File: src/rtl/rap_pkg.sv
package rap_pkg;

  // Where a return prediction came from
  typedef enum logic [1:0] {
    SRC_NONE  = 2'd0,
    SRC_LR    = 2'd1,
    SRC_STACK = 2'd2
  } pred_src_e;

endpackage

File: src/rtl/rap_stack.sv
module rap_stack #(
  parameter int DEPTH = 8,
  parameter int AW    = 32
) (
  input  logic          clk,
  input  logic          rst,
  input  logic          push,
  input  logic [AW-1:0] push_addr,
  input  logic          pop,
  output logic [AW-1:0] top_addr,
  output logic          empty
);

  localparam int PW = (DEPTH > 1) ? $clog2(DEPTH) : 1;
  localparam int CW = $clog2(DEPTH + 1);
  localparam logic [PW-1:0] LAST_IDX = PW'(DEPTH - 1);
  localparam logic [CW-1:0] FULL_CNT = CW'(DEPTH);

  logic [AW-1:0] mem [DEPTH];
  logic [PW-1:0] wr_ptr;
  logic [CW-1:0] count;
  logic [PW-1:0] top_idx;
  logic [PW-1:0] nxt_idx;
  logic [PW-1:0] wr_idx;
  logic          do_pop;

  assign top_idx = (wr_ptr == '0) ? LAST_IDX : wr_ptr - 1'b1;
  assign nxt_idx = (wr_ptr == LAST_IDX) ? '0 : wr_ptr + 1'b1;
  assign do_pop  = pop && (count != '0);
  // a push that meets a pop lands on the slot the pop just read
  assign wr_idx  = do_pop ? top_idx : wr_ptr;

  // single write port, no reset: suits block or distributed RAM
  always_ff @(posedge clk) begin
    if (push) mem[wr_idx] <= push_addr;
  end

  always_ff @(posedge clk) begin
    if (rst) begin
      wr_ptr <= '0;
      count  <= '0;
    end else begin
      unique case ({push, do_pop})
        2'b10: begin
          wr_ptr <= nxt_idx;
          if (count != FULL_CNT) count <= count + 1'b1;
        end
        2'b01: begin
          wr_ptr <= top_idx;
          count  <= count - 1'b1;
        end
        default: ;
      endcase
    end
  end

  assign top_addr = mem[top_idx];
  assign empty    = (count == '0);

  AST_COUNT_BOUND: assert property (@(posedge clk) disable iff (rst)
    count <= FULL_CNT);
  AST_EMPTY_POP_HOLDS: assert property (@(posedge clk) disable iff (rst)
    (pop && !push && count == '0) |=> (count == '0));
  AST_SWAP_KEEPS_DEPTH: assert property (@(posedge clk) disable iff (rst)
    (push && pop && count != '0) |=> (count == $past(count)));
  AST_RESET_EMPTIES: assert property (@(posedge clk)
    rst |=> (count == '0));

endmodule

File: src/rtl/rap_lr_track.sv
module rap_lr_track #(
  parameter int AW = 32
) (
  input  logic          clk,
  input  logic          rst,
  input  logic          mtlr_issue,
  input  logic          fwd_valid,
  input  logic [AW-1:0] fwd_value,
  input  logic          call_valid,
  input  logic [AW-1:0] call_addr,
  output logic          lr_valid,
  output logic [AW-1:0] lr_value
);

  always_ff @(posedge clk) begin
    if (rst) begin
      lr_valid <= 1'b0;
      lr_value <= '0;
    end else if (mtlr_issue) begin
      lr_valid <= 1'b0;
    end else if (fwd_valid) begin
      lr_valid <= 1'b1;
      lr_value <= fwd_value;
    end else if (call_valid) begin
      lr_valid <= 1'b1;
      lr_value <= call_addr;
    end
  end

  AST_ISSUE_INVALIDATES: assert property (@(posedge clk) disable iff (rst)
    mtlr_issue |=> !lr_valid);
  AST_CALL_WRITES_LR: assert property (@(posedge clk) disable iff (rst)
    (call_valid && !mtlr_issue && !fwd_valid) |=>
      (lr_valid && lr_value == $past(call_addr)));

endmodule

File: src/rtl/rap_resolve.sv
module rap_resolve #(
  parameter int AW = 32
) (
  input  logic          clk,
  input  logic          rst,
  input  logic          spec_valid,
  input  logic [AW-1:0] spec_target,
  input  logic          fwd_valid,
  input  logic [AW-1:0] fwd_value,
  output logic          resolve_valid,
  output logic          mispredict,
  output logic [AW-1:0] correct_target
);

  logic          held_valid;
  logic [AW-1:0] held_target;
  logic          res_now;
  logic [AW-1:0] cmp_target;

  // a prediction made in the same cycle takes precedence over an older one
  assign cmp_target = spec_valid ? spec_target : held_target;
  assign res_now    = fwd_valid && (spec_valid || held_valid);

  always_ff @(posedge clk) begin
    if (rst) begin
      held_valid     <= 1'b0;
      held_target    <= '0;
      resolve_valid  <= 1'b0;
      mispredict     <= 1'b0;
      correct_target <= '0;
    end else begin
      resolve_valid  <= res_now;
      mispredict     <= res_now && (cmp_target != fwd_value);
      correct_target <= res_now ? fwd_value : '0;
      if (fwd_valid) begin
        held_valid <= 1'b0;
      end else if (spec_valid) begin
        held_valid  <= 1'b1;
        held_target <= spec_target;
      end
    end
  end

  AST_MISP_WITH_RESOLVE: assert property (@(posedge clk) disable iff (rst)
    mispredict |-> resolve_valid);
  AST_RESOLVE_AFTER_FWD: assert property (@(posedge clk) disable iff (rst)
    resolve_valid |-> $past(fwd_valid));

endmodule

File: src/rtl/ret_addr_predictor.sv
module ret_addr_predictor #(
  parameter int DEPTH = 8,
  parameter int AW    = 32
) (
  input  logic          clk,
  input  logic          rst,
  input  logic          call_valid,
  input  logic [AW-1:0] call_ret_addr,
  input  logic          mtlr_issue,
  input  logic          lr_fwd_valid,
  input  logic [AW-1:0] lr_fwd_value,
  input  logic          ret_valid,
  output logic          pred_valid,
  output logic [AW-1:0] pred_target,
  output logic          pred_from_stack,
  output logic          ret_stall,
  output logic          resolve_valid,
  output logic          mispredict,
  output logic [AW-1:0] correct_target
);
  import rap_pkg::*;

  logic          lr_valid;
  logic [AW-1:0] lr_value;
  logic [AW-1:0] stk_top;
  logic          stk_empty;
  pred_src_e     src;
  logic          spec_now;

  rap_stack #(.DEPTH(DEPTH), .AW(AW)) u_stack (
    .clk      (clk),
    .rst      (rst),
    .push     (call_valid),
    .push_addr(call_ret_addr),
    .pop      (ret_valid),
    .top_addr (stk_top),
    .empty    (stk_empty)
  );

  rap_lr_track #(.AW(AW)) u_lr (
    .clk       (clk),
    .rst       (rst),
    .mtlr_issue(mtlr_issue),
    .fwd_valid (lr_fwd_valid),
    .fwd_value (lr_fwd_value),
    .call_valid(call_valid),
    .call_addr (call_ret_addr),
    .lr_valid  (lr_valid),
    .lr_value  (lr_value)
  );

  always_comb begin
    if (!ret_valid)     src = SRC_NONE;
    else if (lr_valid)  src = SRC_LR;
    else if (!stk_empty) src = SRC_STACK;
    else                src = SRC_NONE;
  end

  assign spec_now = (src == SRC_STACK);

  rap_resolve #(.AW(AW)) u_res (
    .clk           (clk),
    .rst           (rst),
    .spec_valid    (spec_now),
    .spec_target   (stk_top),
    .fwd_valid     (lr_fwd_valid),
    .fwd_value     (lr_fwd_value),
    .resolve_valid (resolve_valid),
    .mispredict    (mispredict),
    .correct_target(correct_target)
  );

  always_ff @(posedge clk) begin
    if (rst) begin
      pred_valid      <= 1'b0;
      pred_target     <= '0;
      pred_from_stack <= 1'b0;
      ret_stall       <= 1'b0;
    end else begin
      pred_valid      <= (src != SRC_NONE);
      pred_from_stack <= (src == SRC_STACK);
      ret_stall       <= ret_valid && (src == SRC_NONE);
      unique case (src)
        SRC_LR:    pred_target <= lr_value;
        SRC_STACK: pred_target <= stk_top;
        default:   pred_target <= '0;
      endcase
    end
  end

  AST_STALL_EXCLUSIVE: assert property (@(posedge clk) disable iff (rst)
    ret_stall |-> !pred_valid);
  AST_PRED_NEEDS_RET: assert property (@(posedge clk) disable iff (rst)
    pred_valid |-> $past(ret_valid));
  AST_LR_SOURCE_VALUE: assert property (@(posedge clk) disable iff (rst)
    (ret_valid && lr_valid) |=> (pred_valid && !pred_from_stack &&
                                 pred_target == $past(lr_value)));
  AST_STACK_ONLY_PENDING: assert property (@(posedge clk) disable iff (rst)
    (pred_valid && pred_from_stack) |-> !$past(lr_valid));

endmodule

File: config.mk
export PLATFORM = sky130hd
export DESIGN_NAME = ret_addr_predictor
export DESIGN_NICKNAME = d
export VERILOG_FILES = /design/src/rtl/rap_pkg.sv /design/src/rtl/rap_stack.sv /design/src/rtl/rap_lr_track.sv /design/src/rtl/rap_resolve.sv /design/src/rtl/ret_addr_predictor.sv
export SDC_FILE = /design/constraint.sdc
export NUM_CORES = 1
export LEC_CHECK = 0
export ABC_CLOCK_PERIOD_IN_PS = 5500
export BUFFER_PORTS_ARGS = -buffer_cell sky130_fd_sc_hd__buf_2
export CAP_MARGIN = 15
export CORE_ASPECT_RATIO = 1.25
export CORE_MARGIN = 10
export CORE_UTILIZATION = 25
export CTS_BUF_LIST = sky130_fd_sc_hd__clkbuf_2
export DETAILED_ROUTE_END_ITERATION = 10
export PLACE_DENSITY = 0.43
export SYNTH_ARGS = -nofsm -noshare
export SYNTH_HDL_FRONTEND = slang
export SYNTH_SLANG_ARGS = --single-unit
File: constraint.sdc
create_clock -name clk -period 5.5 [get_ports clk]
set_input_delay 0.825 -clock clk [delete_from_list [all_inputs] [get_ports clk]]
set_output_delay 0.825 -clock clk [all_outputs]
set_load 0.005 [all_outputs]
; Word level (Yosys, flattened, before mapping)
; Memories as Yosys holds them, arrays and structs flattened.
; Index checks and enable logic that the tools add are counted.
[classes]
addsub = 4
multipliers = 0
div = 0
order_cmp = 0
n_eq_ne = 8
shifts = 0
mux = 17
bitwise_logic = 2
reduce_logical = 17
[ops]
columns = op, count
row1 = 32-bit 2-to-1 mux, 3
row2 = 32-bit one-hot mux with 2 select lines, 1
row3 = 32-bit != test, 1
row4 = 3-bit 2-to-1 mux, 3
row5 = 4-bit one-hot mux with 2 select lines, 1
row6 = 2-bit 2-to-1 mux, 3
row7 = 3-bit one-hot mux with 2 select lines, 1
row8 = 2-bit nonzero test, 3
row9 = 2-bit OR reduction, 3
row10 = "4-bit by 1-bit adder with 4-bit output, second input constant", 1
row11 = "2-bit by 1-bit == test with 1-bit output, second input constant", 2
row12 = "2-bit == test, second input constant", 2
row13 = 1-bit logical AND, 4
row14 = 4-bit zero test, 1
row15 = 1-bit 2-to-1 mux, 4
row16 = 4-bit 2-to-1 mux, 1
row17 = "4-bit != test, second input constant", 1
row18 = 2-bit AND reduction, 2
row19 = 4-bit nonzero test, 1
row20 = "4-bit by 1-bit subtractor with 4-bit output, second input constant", 1
row21 = "3-bit by 1-bit adder with 3-bit output, second input constant", 1
row22 = "3-bit == test, second input constant", 1
row23 = 3-bit zero test, 1
row24 = "3-bit by 1-bit subtractor with 3-bit output, second input constant", 1
row25 = 4 further kinds, 5
[totals]
reg_bits = 142
latch_bits = 0
mem_bits_rw = 256
romBits = 0
input_bits = 70
output_inout_bits = 69
wordCells = 62
memories = 1
[mem_list]
columns = name, depth, width, read_ports, rd_ports_with_merged_regs, write_ports, line_no
row1 = u_stack.mem, 8, 32, 1, 0, 1, rap_stack.sv:19  ; logic [AW-1:0] mem [DEPTH];

; Longest topological paths before layout
; Gate-level depths: netlist (run 1).
[logic_depth]
ltp_word = 9
depth_mapped = 13
mapped_depth_nobuf = 10

; Modules after synthesis
; Synthesis (run 1) repeated with hierarchy kept, for this count alone.
[unflattened]
hier_cells = 1060
area_unflattened_um2 = 16283.1
[modules_own_cells]
columns = mod, instances, cells_each, area_each_um2, seq_area_each_um2
row1 = rap_stack, 1, 465, 10349.9, 7827.5
row2 = rap_resolve, 1, 293, 2738.9, 1341.3
row3 = rap_lr_track, 1, 151, 1826.8, 660.6
row4 = ret_addr_predictor, 1, 151, 1367.6, 700.7

; Worst setup path before layout (run 1)
; Ideal clock, no wire load.
[synth_timing]
path_type = register to register
from = register u_stack.wr_ptr[0]
to = memory u_stack.mem[0][0] (enable)
setup_time_ns = 0.421
arrival_time_ns = 3.430
required_ns = 5.079
setup_slack_ns = 1.649
stages_incl_launch_ff = 11
path_buffers = 3
period_less_slack_ns = 3.851
path_cell_list = dfxtp_1 clkinv_2 ha_1 nor2b_2 buf_6 nor2_4 buf_6 buf_2 o21ai_0 or2_2 nor2_1
[synth_via]
elab_chain_len = 3
word_cells_on_any_way = 4
[synth_lines]
columns = item, line_no
row1 = start: declaration, rap_stack.sv:20  ; logic [PW-1:0] wr_ptr;
row2 = start signal: assignment, rap_stack.sv:45  ; wr_ptr <= nxt_idx;
row3 = start signal: assignment, rap_stack.sv:49  ; wr_ptr <= top_idx;
row4 = 3-bit by 1-bit subtractor with 3-bit output / 3-bit zero test (equally long branches), rap_stack.sv:27  ; assign top_idx = (wr_ptr == '0) ? LAST_IDX : wr_ptr - 1'b1;
row5 = 3-bit 2-to-1 mux, rap_stack.sv:27
row6 = 3-bit 2-to-1 mux (*), rap_stack.sv:31  ; assign wr_idx = do_pop ? top_idx : wr_ptr;
row7 = end: declaration, rap_stack.sv:19
; Every way passes the cells marked *; elsewhere a longest branch is shown, timed or not.

; Worst setup path in the final report (run 1)
[layout_timing]
from = register u_stack.wr_ptr[0]
to = register u_res.mispredict
[layout_via]
elab_chain_len = 6
word_cells_on_any_way = 7
[layout_lines]
columns = item, line_no
row1 = 3-bit by 1-bit subtractor with 3-bit output / 3-bit zero test (equally long branches), rap_stack.sv:27
row2 = 3-bit 2-to-1 mux (*), rap_stack.sv:27
row3 = memory 8 x 32 bit (*), -
row4 = 32-bit 2-to-1 mux (*), -
row5 = 32-bit != test (*), rap_resolve.sv:33  ; mispredict <= res_now && (cmp_target != fwd_value);
row6 = 1-bit logical AND (*), rap_resolve.sv:33
row7 = end signal: assignment, rap_resolve.sv:33
row8 = end: declaration, rap_resolve.sv:11  ; output logic mispredict,
; Marked as above.
; A chain may end at the register's enable or synchronous reset.

==> results of run 1 <==
critical path, cell delays in order, from the launching register on:
cell and delay (ns):
sky130_fd_sc_hd__dfxtp_1 0.36, sky130_fd_sc_hd__clkinv_2 0.19, sky130_fd_sc_hd__ha_4 0.22, sky130_fd_sc_hd__nor2b_2 0.22, sky130_fd_sc_hd__nor2_4 0.53, sky130_fd_sc_hd__buf_12 0.35
sky130_fd_sc_hd__mux4_2 0.53, sky130_fd_sc_hd__mux2_4 0.30, sky130_fd_sc_hd__xor2_1 0.15, sky130_fd_sc_hd__a2111oi_2 0.62, sky130_fd_sc_hd__nand4_1 0.18, sky130_fd_sc_hd__a31o_1 0.26
per-stage QoR:
step	area, µm²	setup slack [ns]	hold slack [ns]
floorplan	16020	1.649	0.4367
global placement	17820	1.357	0.4554
detailed placement	17820	1.403	0.4593
CTS	19360	1.409	0.002158
global route	19360	1.211	0.08397
finish	19370	1.485	0.1376
state kept, by name (all words and copies together) (netlist names), 3 cells and up:
signal / flops
u_lr.lr_value: 32
u_stack.count: 4
pred_target: 32
u_res.held_target: 32
u_stack.mem: 256
u_stack.wr_ptr: 3
u_res.correct_target: 32
cells in the mapped netlist (12+ instances only):
master and count:
sky130_fd_sc_hd__and2_1 33, sky130_fd_sc_hd__nand3_1 14, sky130_fd_sc_hd__dfxtp_1 142, sky130_fd_sc_hd__nand2b_1 13
sky130_fd_sc_hd__nand2_1 63, sky130_fd_sc_hd__mux2i_1 43, sky130_fd_sc_hd__clkbuf_1 53, sky130_fd_sc_hd__a21oi_1 73
sky130_fd_sc_hd__nor2_1 137, sky130_fd_sc_hd__mux4_2 57, sky130_fd_sc_hd__a211oi_1 41, sky130_fd_sc_hd__nor3_1 12
sky130_fd_sc_hd__xor2_1 41, sky130_fd_sc_hd__a22oi_1 24, sky130_fd_sc_hd__xnor2_1 44, sky130_fd_sc_hd__edfxtp_1 256
kinds of logic (layout without fill, tap and decap cells):
group,count (synthesis),count (layout),share of synthesized area
AO/OA/AOI/OAI,176,176,0.07139
XOR/XNOR,85,85,0.04648
adder cells (fa/ha/maj),9,9,0.007499
buffers and inverters,74,424,0.01992
flip-flops,398,398,0.6574
multiplexers,103,103,0.1094
other,0,3,0
AND/OR/NAND/NOR,307,307,0.08796
routing by layer:
layer,GRT usage,share of wire
met1,0.1713,0.42
met2,0.2422,0.50
met3,0.02736,0.057
met4,0.05878,0.028
met5,0,0
path summary, 6_finish.rpt:
path,startpoint,end,cells after the start
worst max-delay path,u_stack.wr_ptr[0],u_res.mispredict,11
worst min-delay path,lr_fwd_value[8],u_res.correct_target[8],2
worst max register to register,u_stack.wr_ptr[0],u_res.mispredict,11
worst min register to register,u_lr.lr_value[13],pred_target[13],2
final cells by class:
cell class,instances,share of cell area
repair buffers,228,0.07986
flip-flops and latches,398,0.5437
well taps,840,0.05427
clock buffers,148,0.03825
multi-input cells,680,0.2721
clock inverters,38,0.009433
diodes,3,0.0003876
inverters,10,0.002003
power groups by stage:
stage | Combinational (mW) | Sequential [mW] | Clock [mW]
floorplan | 2.07 | 4.01 | 0
global placement | 3.36 | 4.03 | 0
detailed placement | 3.37 | 4.04 | 0
CTS | 3.41 | 3.98 | 2.11
global route | 3.64 | 4.02 | 2.25
finish | 3.36 | 3.97 | 2.00
==> reports/results.md, run 1 <==
| Item | This run |
|:---|:---|
| Number of standard cells in the layout, taps in and fillers out | 2345 |
| Pin count of the biggest net entering global routing | 66 |
| Number of nets with antenna violations after detailed routing | 0 |
| Sequential share of power | 0.426 |
| Clock edge transition at the registers on the reported setup and hold paths | 0.10 ns |
| Setup skew after layout | 0.1149 ns |
| Gp weighted congestion | 0.8268 |
| Die area | 74660 µm² |
| Synth Flop Type | sky130_fd_sc_hd__edfxtp_1 |
| Leakage dissipation | 7.088 nW |
| Power spent charging and discharging nets | 3.538 mW |
| Most area-hungry cell type in the Yosys netlist | sky130_fd_sc_hd__edfxtp_1 |
| Post-synthesis sequential area ratio | 0.6574 |
| Placed instance count | 2095 |
| Std-Cell Core Area | 63280 µm² |
| Slack of the worst reg-to-reg path | 1.49 ns |
| Share of power burned in the clock network | 0.214 |
| Total Routing Usage GR | 0.1414 |
| TNS Setup | 0 ns |
| IO Count | 139 |
| Final hold viol count | 0 |
| Initial DRT Pass Iterations | 4 |
| Synthesized net count | 1231 |
| Required time at the worst-slack endpoint | 6.50 ns |
| Library cell used as clock root buffer | sky130_fd_sc_hd__clkbuf_2 |
| Initial core utilization | 0.2531 |
| Total congestion overflow | 0 |
| Register cell area after layout | 10530 µm² |
| CTS Hold Bufs | 61 |
| Switching portion of total power | 0.3791 |
| Number of flops mapped to enable cells by yosys | 256 |
| Average footprint of a synthesized cell | 13.90 µm² |
| Peak supply drop | 0.2022 mV |
| Post-route total power | 9.332 mW |
| Die W | 246.4 µm |
| Pwr dens | 481.9 nW/µm² |
| Internal | 5.794 mW |
| Synthesized area | 16020 µm² |
| Floorplan die height | 303 µm |
| Detailed Route WL | 53.06 mm |
| Maximum operating frequency | 249.1 MHz |
| Total number of vias | 10680 |
| Fill cell count | 6405 |
| Ys Warns | 0 |
| Tcrit/Tclk final | 0.7300 |
| Part of the total power dissipated in combinational logic | 0.360 |
| Setup crit start kind | register |
| Fraction of registers with async set or reset after synthesis | 0 |
| Type of the worst setup path | register to register |
| Unrepaired setup endpoints after global routing | false |
| DRC violations left | 0 |
| Number of failing setup endpoints in the final timing report | 0 |
| Area share of the largest cell type after synthesis | 0.4799 |
| Number of max-slew violations in the final report | 0 |
| Detailed-placement wirelength estimate | 35.13 mm |
| Nets | 1496 |
| Minimum period implied by the final worst setup slack | 4.015 ns |
| Max FO, Critical Path | 28 |
| Starting DRT DRC Count | 697 |
| Number of antenna violations at the first check in global routing | 3 |
| Vias per cell | 4.552 |
| Number of buffers inserted by port buffering | 138 |
| Post-Syn Instances | 1152 |
| Arrival time reported for the critical path endpoint | 5.01 ns |
| Area of the multi-input gates | 5269 µm² |
| Path type of the worst min-delay path | input port to register |
| Detailed-route wire length per cell | 22.63 µm |
| Area growth from synthesis to final layout | 20.90% |
| # Max-Cap Violations | 0 |
| Leading cell types in the layout, fill and taps excluded | sky130_fd_sc_hd__edfxtp_1, sky130_fd_sc_hd__clkbuf_2, sky130_fd_sc_hd__dfxtp_1, sky130_fd_sc_hd__buf_2, sky130_fd_sc_hd__nor2_1 |
| First-pass GRT wire length | 76.97 mm |
| Number of different library cells in the post-synthesis netlist | 57 |
| Clock net sink count | 398 |
| Clock buffer count from CTS | 99 |
| CTS tree | done |
| CTS HTree Levels | 3 |
| Standard-cell rows | 103 |
| Seq cells post-synth | 398 |
| Later-pin clock latency in the skew report | 1.10 ns |
| Main area contributors after synthesis | sky130_fd_sc_hd__edfxtp_1, sky130_fd_sc_hd__dfxtp_1, sky130_fd_sc_hd__mux4_2 |
| Slew HR | 0.3460 |
| Post-Route Utilization | 0.3061 |
| Via count of the first global-routing pass | 11150 |
| Tightest Pin Transition | 0.9809 ns |
| Leading cell type in the layout, fill and taps excluded | sky130_fd_sc_hd__edfxtp_1 |
| Share of layout cells above drive strength 1 | 0.2690 |
| Setup bufs post-CTS | 0 |
| Count of cells resized by post-cts repair | 0 |
| Buffers from clock root to sink, at most | 3 |
| Endpoint type of the worst setup path | register |
| Result of the run | completed |
(Power assumes the default switching activity.)
==> run 2: changes to the inputs <==
--- a/config.mk
+++ b/config.mk
@@ -5,7 +5,7 @@
 export SDC_FILE = /design/constraint.sdc
 export NUM_CORES = 1
 export LEC_CHECK = 0
-export ABC_CLOCK_PERIOD_IN_PS = 5500
+export ABC_CLOCK_PERIOD_IN_PS = 3300
 export BUFFER_PORTS_ARGS = -buffer_cell sky130_fd_sc_hd__buf_2
 export CAP_MARGIN = 15
 export CORE_ASPECT_RATIO = 1.25
@@ -13,7 +13,7 @@
 export CORE_UTILIZATION = 25
 export CTS_BUF_LIST = sky130_fd_sc_hd__clkbuf_2
 export DETAILED_ROUTE_END_ITERATION = 10
-export PLACE_DENSITY = 0.43
+export PLACE_DENSITY = 0.44
 export SYNTH_ARGS = -nofsm -noshare
 export SYNTH_HDL_FRONTEND = slang
 export SYNTH_SLANG_ARGS = --single-unit
==> constraint.sdc (replaced) <==
create_clock -name clk -period 3.3 [get_ports clk]
set_input_delay 0.495 -clock clk [delete_from_list [all_inputs] [get_ports clk]]
set_output_delay 0.495 -clock clk [all_outputs]
set_load 0.005 [all_outputs]
==> run 2 against run 1 <==
- global-route usage is 0.14 points lower
- design area is 2.0% higher
- register-to-register slack worse by 1.3 ns
- critical path depth increased by 1
- largest cell class unchanged
- critical endpoint unchanged
- critical path type unchanged
- worst hold slack improved by 0.15 ns
==> reports/results.md, run 2 (same netlist as run 1, synthesis figures left out) <==
| Item | This run | Change |
|:---|:---|:---|
| Post-route setup slack | 0.1547 ns | -1.330 ns |
| Detailed Route WL | 52.62 mm | -0.83% |
| Pwr dens | 801.0 nW/µm² | +66% |
| Largest reg by FF count | u_stack.mem |  |
| Number of standard cells in the layout, taps in and fillers out | 2375 | +1.3% |
| Number of nets with antenna violations after detailed routing | 0 | unchanged |
| Max FO, Critical Path | 13 | -54% |
| Detailed-route wire length per cell | 22.16 µm | -2.1% |
| Slew HR | 0.4401 | +0.09404 |
| Nets | 1533 | +2.5% |
| Later-pin clock latency in the skew report | 1.07 ns | -0.03 ns |
| Vias per cell | 4.491 | -1.3% |
| Final hold viol count | 0 | unchanged |
| IO Count | 139 | unchanged |
| Initial DRT Pass Iterations | 5 | +1 |
| Type of the worst setup path | register to register |  |
| Endpoint type of the worst setup path | register |  |
| Library cell used as clock root buffer | sky130_fd_sc_hd__clkbuf_2 |  |
| Pin count of the biggest net entering global routing | 53 | -20% |
| Number of max-slew violations in the final report | 0 | unchanged |
| Beginning of the critical path | u_stack.wr_ptr[1] |  |
| Number of failing setup endpoints in the final timing report | 0 | unchanged |
| Result of the run | completed |  |
| Setup skew after layout | 0.07128 ns | -0.04362 ns |
| WP buf/inv | 3 | +1 |
| Worst R2R Start | u_stack.wr_ptr[1] |  |
| CTS tree | done |  |
| Levels on crit path | 12 | +1 |
| Arrival time reported for the critical path endpoint | 4.07 ns | -0.94 ns |
| Total number of vias | 10670 | -0.084% |
| Minimum period implied by the final worst setup slack | 3.145 ns | -0.8695 ns |
| Standard-cell rows | 103 | unchanged |
| Post-route total power | 15.83 mW | +70% |
| Gp weighted congestion | 0.8045 | -2.7% |
| Worst Hold Slack | 0.2864 ns | +0.1489 ns |
| Via count of the first global-routing pass | 11210 | +0.51% |
| Path type of the worst min-delay path | input port to register |  |
| # Max-Cap Violations | 0 | unchanged |
| Total congestion overflow | 0 | unchanged |
| Placed instance count | 2123 | +1.3% |
| TNS Setup | 0 ns | unchanged |
| Buffers from clock root to sink, at most | 3 | unchanged |
| Fill cell count | 6432 | +0.42% |
| Largest register FFs | 256 | unchanged |
| Leading cell types in the layout, fill and taps excluded | sky130_fd_sc_hd__edfxtp_1, sky130_fd_sc_hd__clkbuf_2, sky130_fd_sc_hd__dfxtp_1, sky130_fd_sc_hd__buf_2, sky130_fd_sc_hd__nor2_1 |  |
| DRC violations left | 0 | unchanged |
| Post-route cell area | 19760 µm² | +2.0% |
| Worst reg2reg path depth | 12 | +1 |
| Critical path's top delay family | simple AND/OR/NAND/NOR gates |  |
| Reg2Reg Capture Point | u_res.mispredict |  |
| Tightest Pin Transition | 0.8322 ns | -0.1487 ns |
| Area growth from synthesis to final layout | 23.37% |  |
| Total Routing Usage GR | 0.1400 | -0.001417 |
| Peak supply drop | 0.3998 mV | +98% |
| Capture point of the critical path | u_res.mispredict |  |
| Required time at the worst-slack endpoint | 4.22 ns | -2.28 ns |
| First-pass GRT wire length | 76.34 mm | -0.82% |
| Critical path cell sequence | inv_1 > ha_4 > nor2b_2 > nor2_4 > buf_12 > mux4_2 > xnor2_1 > nand4_1 > o22ai_1 > buf_4 > nand4_1 > a31o_1 |  |
| Initial core utilization | 0.2531 | unchanged |
| Tcrit/Tclk final | 0.9531 | +0.2231 |
| Hold Path Origin | call_ret_addr[0] |  |
| Slowest stage cell, crit path | sky130_fd_sc_hd__mux4_2 |  |
| Area after detailed placement | 18110 µm² | +1.6% |
| Leading cell type in the layout, fill and taps excluded | sky130_fd_sc_hd__edfxtp_1 |  |
| Share of layout cells above drive strength 1 | 0.2813 | +0.01236 |
| Leakage dissipation | 7.291 nW | +2.9% |
| Post-Route Utilization | 0.3123 | +0.006248 |
| Setup crit start kind | register |  |
| Die W | 246.4 µm | unchanged |
| Floorplan die height | 303 µm | unchanged |
| Number of antenna violations at the first check in global routing | 5 | +2 |
| Detailed-placement wirelength estimate | 36.08 mm | +2.7% |
| Number of buffers inserted by port buffering | 138 | unchanged |
| Clock buffer count from CTS | 96 | -3.0% |
| Placement-stage worst setup slack | 0.05683 ns | -1.347 ns |
| Std-Cell Core Area | 63280 µm² | unchanged |
| Peak per-stage delay on the critical path | 0.55 ns | -0.07 ns |
| Clock edge transition at the registers on the reported setup and hold paths | 0.10 ns | about the same |
| Die area | 74660 µm² | unchanged |
| Clock net sink count | 398 | unchanged |
| CTS HTree Levels | 3 | unchanged |
| Maximum operating frequency | 317.9 MHz | +28% |
| Most common cell type on the critical path | sky130_fd_sc_hd__nand4_1 |  |
| Starting DRT DRC Count | 535 | -23% |
| Slack of the worst reg-to-reg path | 0.15 ns | -1.33 ns |
-- run 2: cell count changes in the layout (fill, tap and decap cells not counted), moves of 4 or more --
cell | before | now
sky130_fd_sc_hd__buf_4 | 28 | 50
sky130_fd_sc_hd__dlygate4sd3_1 | 61 | 71
sky130_fd_sc_hd__buf_12 | 2 | 8
sky130_fd_sc_hd__clkinv_1 | 28 | 23
sky130_fd_sc_hd__clkinv_2 | 8 | 4
-- run 2: repair_timing --
item | 4_1_cts | 5_1_grt
resized for setup | 0 | 3
setup endpoints to repair | 0 | 1
hold endpoints to repair | 359 | 0
buffers inserted | 0 | 1
hold buffers | 71 | 0
-- run 2: worst min path at each step --
| stage | to | slack [ns] | cells past startpoint |
|---|---|---|---|
| 3_3_place_gp | pred_target[23] | 0.45 | 2 |
| 2_1_floorplan | pred_target[23] | 0.44 | 2 |
| 4_1_cts | u_res.correct_target[4] | 0.10 | 3 |
| 5_1_grt | u_res.correct_target[4] | 0.20 | 3 |
| 3_5_place_dp | pred_target[23] | 0.47 | 2 |
| 6_report | u_stack.mem[2][0] | 0.29 | 2 |
-- run 2: area by class of cell --
cell class                      instances  area [µm²]  share of cell area
Multi-Input combinational cell        680        5284              0.2674
Tap cell                              840        1051             0.05318
Antenna cell                            3       7.507           0.0003799
Inverter                               10       38.79            0.001963
Sequential cell                       398       10530              0.5329
Clock inverter                         30       151.4            0.007661
Timing Repair Buffer                  268        1968             0.09959
Clock buffer                          146       730.7             0.03698
-- run 2: per-layer routing --
layer | wire, µm | share of wire | GRT usage
met5 | 26 | 0.00049 | 0
met4 | 1985 | 0.038 | 0.06975
met3 | 2785 | 0.053 | 0.02947
met2 | 26160 | 0.50 | 0.2349
met1 | 21670 | 0.41 | 0.1678
-- run 2: power breakdown --
group	switching, mW	internal [mW]	total, mW
logic	3.69	2.28	5.97
clock network	2.00	1.26	3.26
registers	0.267	6.33	6.60
total	5.96	9.87	15.8
==> run 3: changes to the inputs <==
--- a/config.mk
+++ b/config.mk
@@ -5,7 +5,7 @@
 export SDC_FILE = /design/constraint.sdc
 export NUM_CORES = 1
 export LEC_CHECK = 0
-export ABC_CLOCK_PERIOD_IN_PS = 3300
+export ABC_CLOCK_PERIOD_IN_PS = 3000
 export BUFFER_PORTS_ARGS = -buffer_cell sky130_fd_sc_hd__buf_2
 export CAP_MARGIN = 15
 export CORE_ASPECT_RATIO = 1.25
@@ -13,7 +13,6 @@
 export CORE_UTILIZATION = 25
 export CTS_BUF_LIST = sky130_fd_sc_hd__clkbuf_2
 export DETAILED_ROUTE_END_ITERATION = 10
-export PLACE_DENSITY = 0.44
 export SYNTH_ARGS = -nofsm -noshare
 export SYNTH_HDL_FRONTEND = slang
 export SYNTH_SLANG_ARGS = --single-unit
==> constraint.sdc (replaced) <==
create_clock -name clk -period 3 [get_ports clk]
set_input_delay 0.45 -clock clk [delete_from_list [all_inputs] [get_ports clk]]
set_output_delay 0.45 -clock clk [all_outputs]
set_load 0.005 [all_outputs]
==> run 3 against run 2 <==
- critical path depth up 1
- sequential share of layout area decreased by 0.83 points
- combinational power increased by 15%
- critical endpoint unchanged
- largest power group unchanged
- highest routed layer unchanged
==> reports/results.md, run 3 (same netlist as run 1, synthesis figures left out) <==
| Item | This run | Change |
|:---|:---|:---|
| Result of the run | completed |  |
| Clock edge transition at the registers on the reported setup and hold paths | 0.12 ns | +0.02 ns |
| Worst R2R Start | u_stack.wr_ptr[0] |  |
| # Max-Cap Violations | 0 | unchanged |
| Std-Cell Core Area | 63280 µm² | unchanged |
| Total number of vias | 11070 | +3.8% |
| Unrepaired setup endpoints after global routing | true |  |
| Slowest stage cell, crit path | sky130_fd_sc_hd__mux4_2 |  |
| Critical path cell sequence | clkinv_4 > ha_4 > nor2b_4 > nor2_4 > buf_12 > buf_16 > mux4_2 > xor2_4 > nor4_4 > buf_4 > a41o_1 > a41oi_2 > a31o_1 |  |
| Critical path's top delay family | multiplexers |  |
| Vias per cell | 4.656 | +3.7% |
| Slack of the worst reg-to-reg path | 0.05 ns | -0.11 ns |
| Initial core utilization | 0.2531 | unchanged |
| Nets | 1542 | +0.59% |
| Detailed Route WL | 50.75 mm | -3.6% |
| Share of layout cells above drive strength 1 | 0.2960 | +0.01463 |
| Required time at the worst-slack endpoint | 3.95 ns | -0.27 ns |
| Detailed-route wire length per cell | 21.34 µm | -3.7% |
| Number of instances on the worst hold path | 3 | +1 |
| DRC violations left | 0 | unchanged |
| Area growth from synthesis to final layout | 25.35% |  |
| Setup skew after layout | 0.08376 ns | +0.01248 ns |
| Die area | 74660 µm² | unchanged |
| Buffers from clock root to sink, at most | 3 | unchanged |
| Path type of the worst min-delay path | input port to register |  |
| Total Routing Usage GR | 0.1336 | -0.006362 |
| Worst reg2reg path depth | 13 | +1 |
| Via count of the first global-routing pass | 11620 | +3.7% |
| Largest reg by FF count | u_stack.mem |  |
| Initial DRT Pass Iterations | 4 | -1 |
| Number of buffers inserted by port buffering | 138 | unchanged |
| Die W | 246.4 µm | unchanged |
| CTS tree | done |  |
| Peak supply drop | 0.4303 mV | +7.6% |
| Number of antenna violations at the first check in global routing | 9 | +4 |
| Detailed-placement wirelength estimate | 34.16 mm | -5.3% |
| Hold Path Origin | lr_fwd_value[4] |  |
| Peak per-stage delay on the critical path | 0.59 ns | +0.04 ns |
| Standard-cell rows | 103 | unchanged |
| Leading cell type in the layout, fill and taps excluded | sky130_fd_sc_hd__edfxtp_1 |  |
| Endpoint type of the worst setup path | register |  |
| Tightest Pin Transition | 0.7636 ns | -0.06859 ns |
| Post-Route Utilization | 0.3173 | +0.005003 |
| Number of max-slew violations in the final report | 0 | unchanged |
| Post-route total power | 17.62 mW | +11% |
| Clock buffer count from CTS | 88 | -8.3% |
| Slew HR | 0.4909 | +0.05084 |
| Type of the worst setup path | register to register |  |
| Starting DRT DRC Count | 723 | +35% |
| IO Count | 139 | unchanged |
| Setup crit start kind | register |  |
| Fill cell count | 6299 | -2.1% |
| Leading cell types in the layout, fill and taps excluded | sky130_fd_sc_hd__edfxtp_1, sky130_fd_sc_hd__dfxtp_1, sky130_fd_sc_hd__clkbuf_2, sky130_fd_sc_hd__buf_2, sky130_fd_sc_hd__nor2_1 |  |
| CTS HTree Levels | 3 | unchanged |
| Number of nets with antenna violations after detailed routing | 0 | unchanged |
| Number of failing setup endpoints in the final timing report | 0 | unchanged |
| Floorplan die height | 303 µm | unchanged |
| WP buf/inv | 4 | +1 |
| Leakage dissipation | 7.388 nW | +1.3% |
| Arrival time reported for the critical path endpoint | 3.90 ns | -0.17 ns |
| Library cell used as clock root buffer | sky130_fd_sc_hd__clkbuf_2 |  |
| Clock net sink count | 398 | unchanged |
| Largest register FFs | 256 | unchanged |
| Minimum period implied by the final worst setup slack | 2.952 ns | -0.1930 ns |
| Reg2Reg Capture Point | u_res.mispredict |  |
| Max FO, Critical Path | 5 | -8 |
| Final hold viol count | 0 | unchanged |
| Pin count of the biggest net entering global routing | 80 | +51% |
| Later-pin clock latency in the skew report | 1.09 ns | +0.02 ns |
| Maximum operating frequency | 338.7 MHz | +6.5% |
| Tcrit/Tclk final | 0.9841 | +0.03098 |
| First-pass GRT wire length | 74.71 mm | -2.1% |
| Worst Hold End | u_res.correct_target[4] |  |
| Pwr dens | 877.6 nW/µm² | +9.6% |
| Gp weighted congestion | 0.8488 | +5.5% |
| Total congestion overflow | 0 | unchanged |
-- run 3: changes by cell type in the layout (fill, tap and decap cells not counted), sizes merged, moves of 2 or more --
cell | before | now
clkinv | 28 | 19
inv | 10 | 12
buf | 196 | 213
clkbuf | 147 | 137
-- run 3: layout make-up --
cell class / instances / area [µm²] / area share
Antenna cell: 4 / 10.01 / 0.0004985
Clock buffer: 137 / 685.7 / 0.03415
Clock inverter: 24 / 142.6 / 0.007104
Inverter: 10 / 42.54 / 0.002119
Multi-Input combinational cell: 680 / 5383 / 0.2681
Sequential cell: 398 / 10530 / 0.5246
Tap cell: 840 / 1051 / 0.05235
Timing Repair Buffer: 285 / 2231 / 0.1111
-- run 3: worst max-delay path by stage --
stage | from | endpoint | cells after the start
finish | u_stack.wr_ptr[0] | u_res.mispredict | 13
floorplan | u_stack.wr_ptr[0] | u_stack.mem[2][0] | 10
global placement | u_stack.wr_ptr[0] | u_res.mispredict | 13
CTS | u_stack.wr_ptr[0] | u_res.mispredict | 14
global route | u_stack.wr_ptr[0] | u_res.mispredict | 13
detailed placement | u_stack.wr_ptr[0] | u_res.mispredict | 13
-- run 3: worst reg2reg max path, delay by kind of cell (launching register included) --
kind | cells | cell delay [ns]
XOR/XNOR | 1 | 0.21
AO/OA/AOI/OAI | 3 | 0.51
flip-flops | 1 | 0.37
AND/OR/NAND/NOR | 3 | 0.55
multiplexers | 1 | 0.59
adder cells (fa/ha/maj) | 1 | 0.16
buffers and inverters | 4 | 0.49
-- run 3: what timing repair did --
| item | 4_1_cts | 5_1_grt |
|---|---|---|
| setup endpoints to repair | 1 | 4 |
| cloned | 2 | 0 |
| hold buffers | 72 | 0 |
| endpoints found under the hold margin | 346 | 0 |
| resized for setup | 14 | 18 |
| pin swaps | 5 | 6 |
| setup buffers | 4 | 3 |
-- run 3: metal layers --
| metal | vias up | global-route usage | routed length (µm) |
|---|---|---|---|
| li1 | 4951 | - | - |
| met1 | 5535 | 0.1563 | 19700 |
| met4 | 12 | 0.07004 | 2162 |
| met3 | 124 | 0.02622 | 3588 |
| met2 | 449 | 0.2288 | 25230 |
| met5 | - | 0 | 69 |
-- run 3: per-stage QoR --
stage / hold slack [ns] / instances / TNS (ns) / area, µm² / setup WS (ns)
2_1_floorplan: 0.4367 / 1152 / -33.16 / 16060 / -0.3454
3_3_place_gp: 0.4547 / 2132 / -0.01031 / 18220 / -0.01031
3_5_place_dp: 0.4738 / 2132 / -0.01463 / 18220 / -0.01463
4_1_cts: 0.09072 / 2371 / 0 / 19930 / 0.01061
5_1_grt: 0.2097 / 2376 / -0.06086 / 20070 / -0.06086
6_report: 0.1903 / 2378 / 0 / 20080 / 0.04774
-- run 3: where the power goes --
group          leakage, nW  total [mW]  switching, mW  internal, mW
logic                 3.27        6.86           4.06          2.80
clock network        0.635        3.48           2.17          1.31
registers             3.48        7.28          0.309          6.97
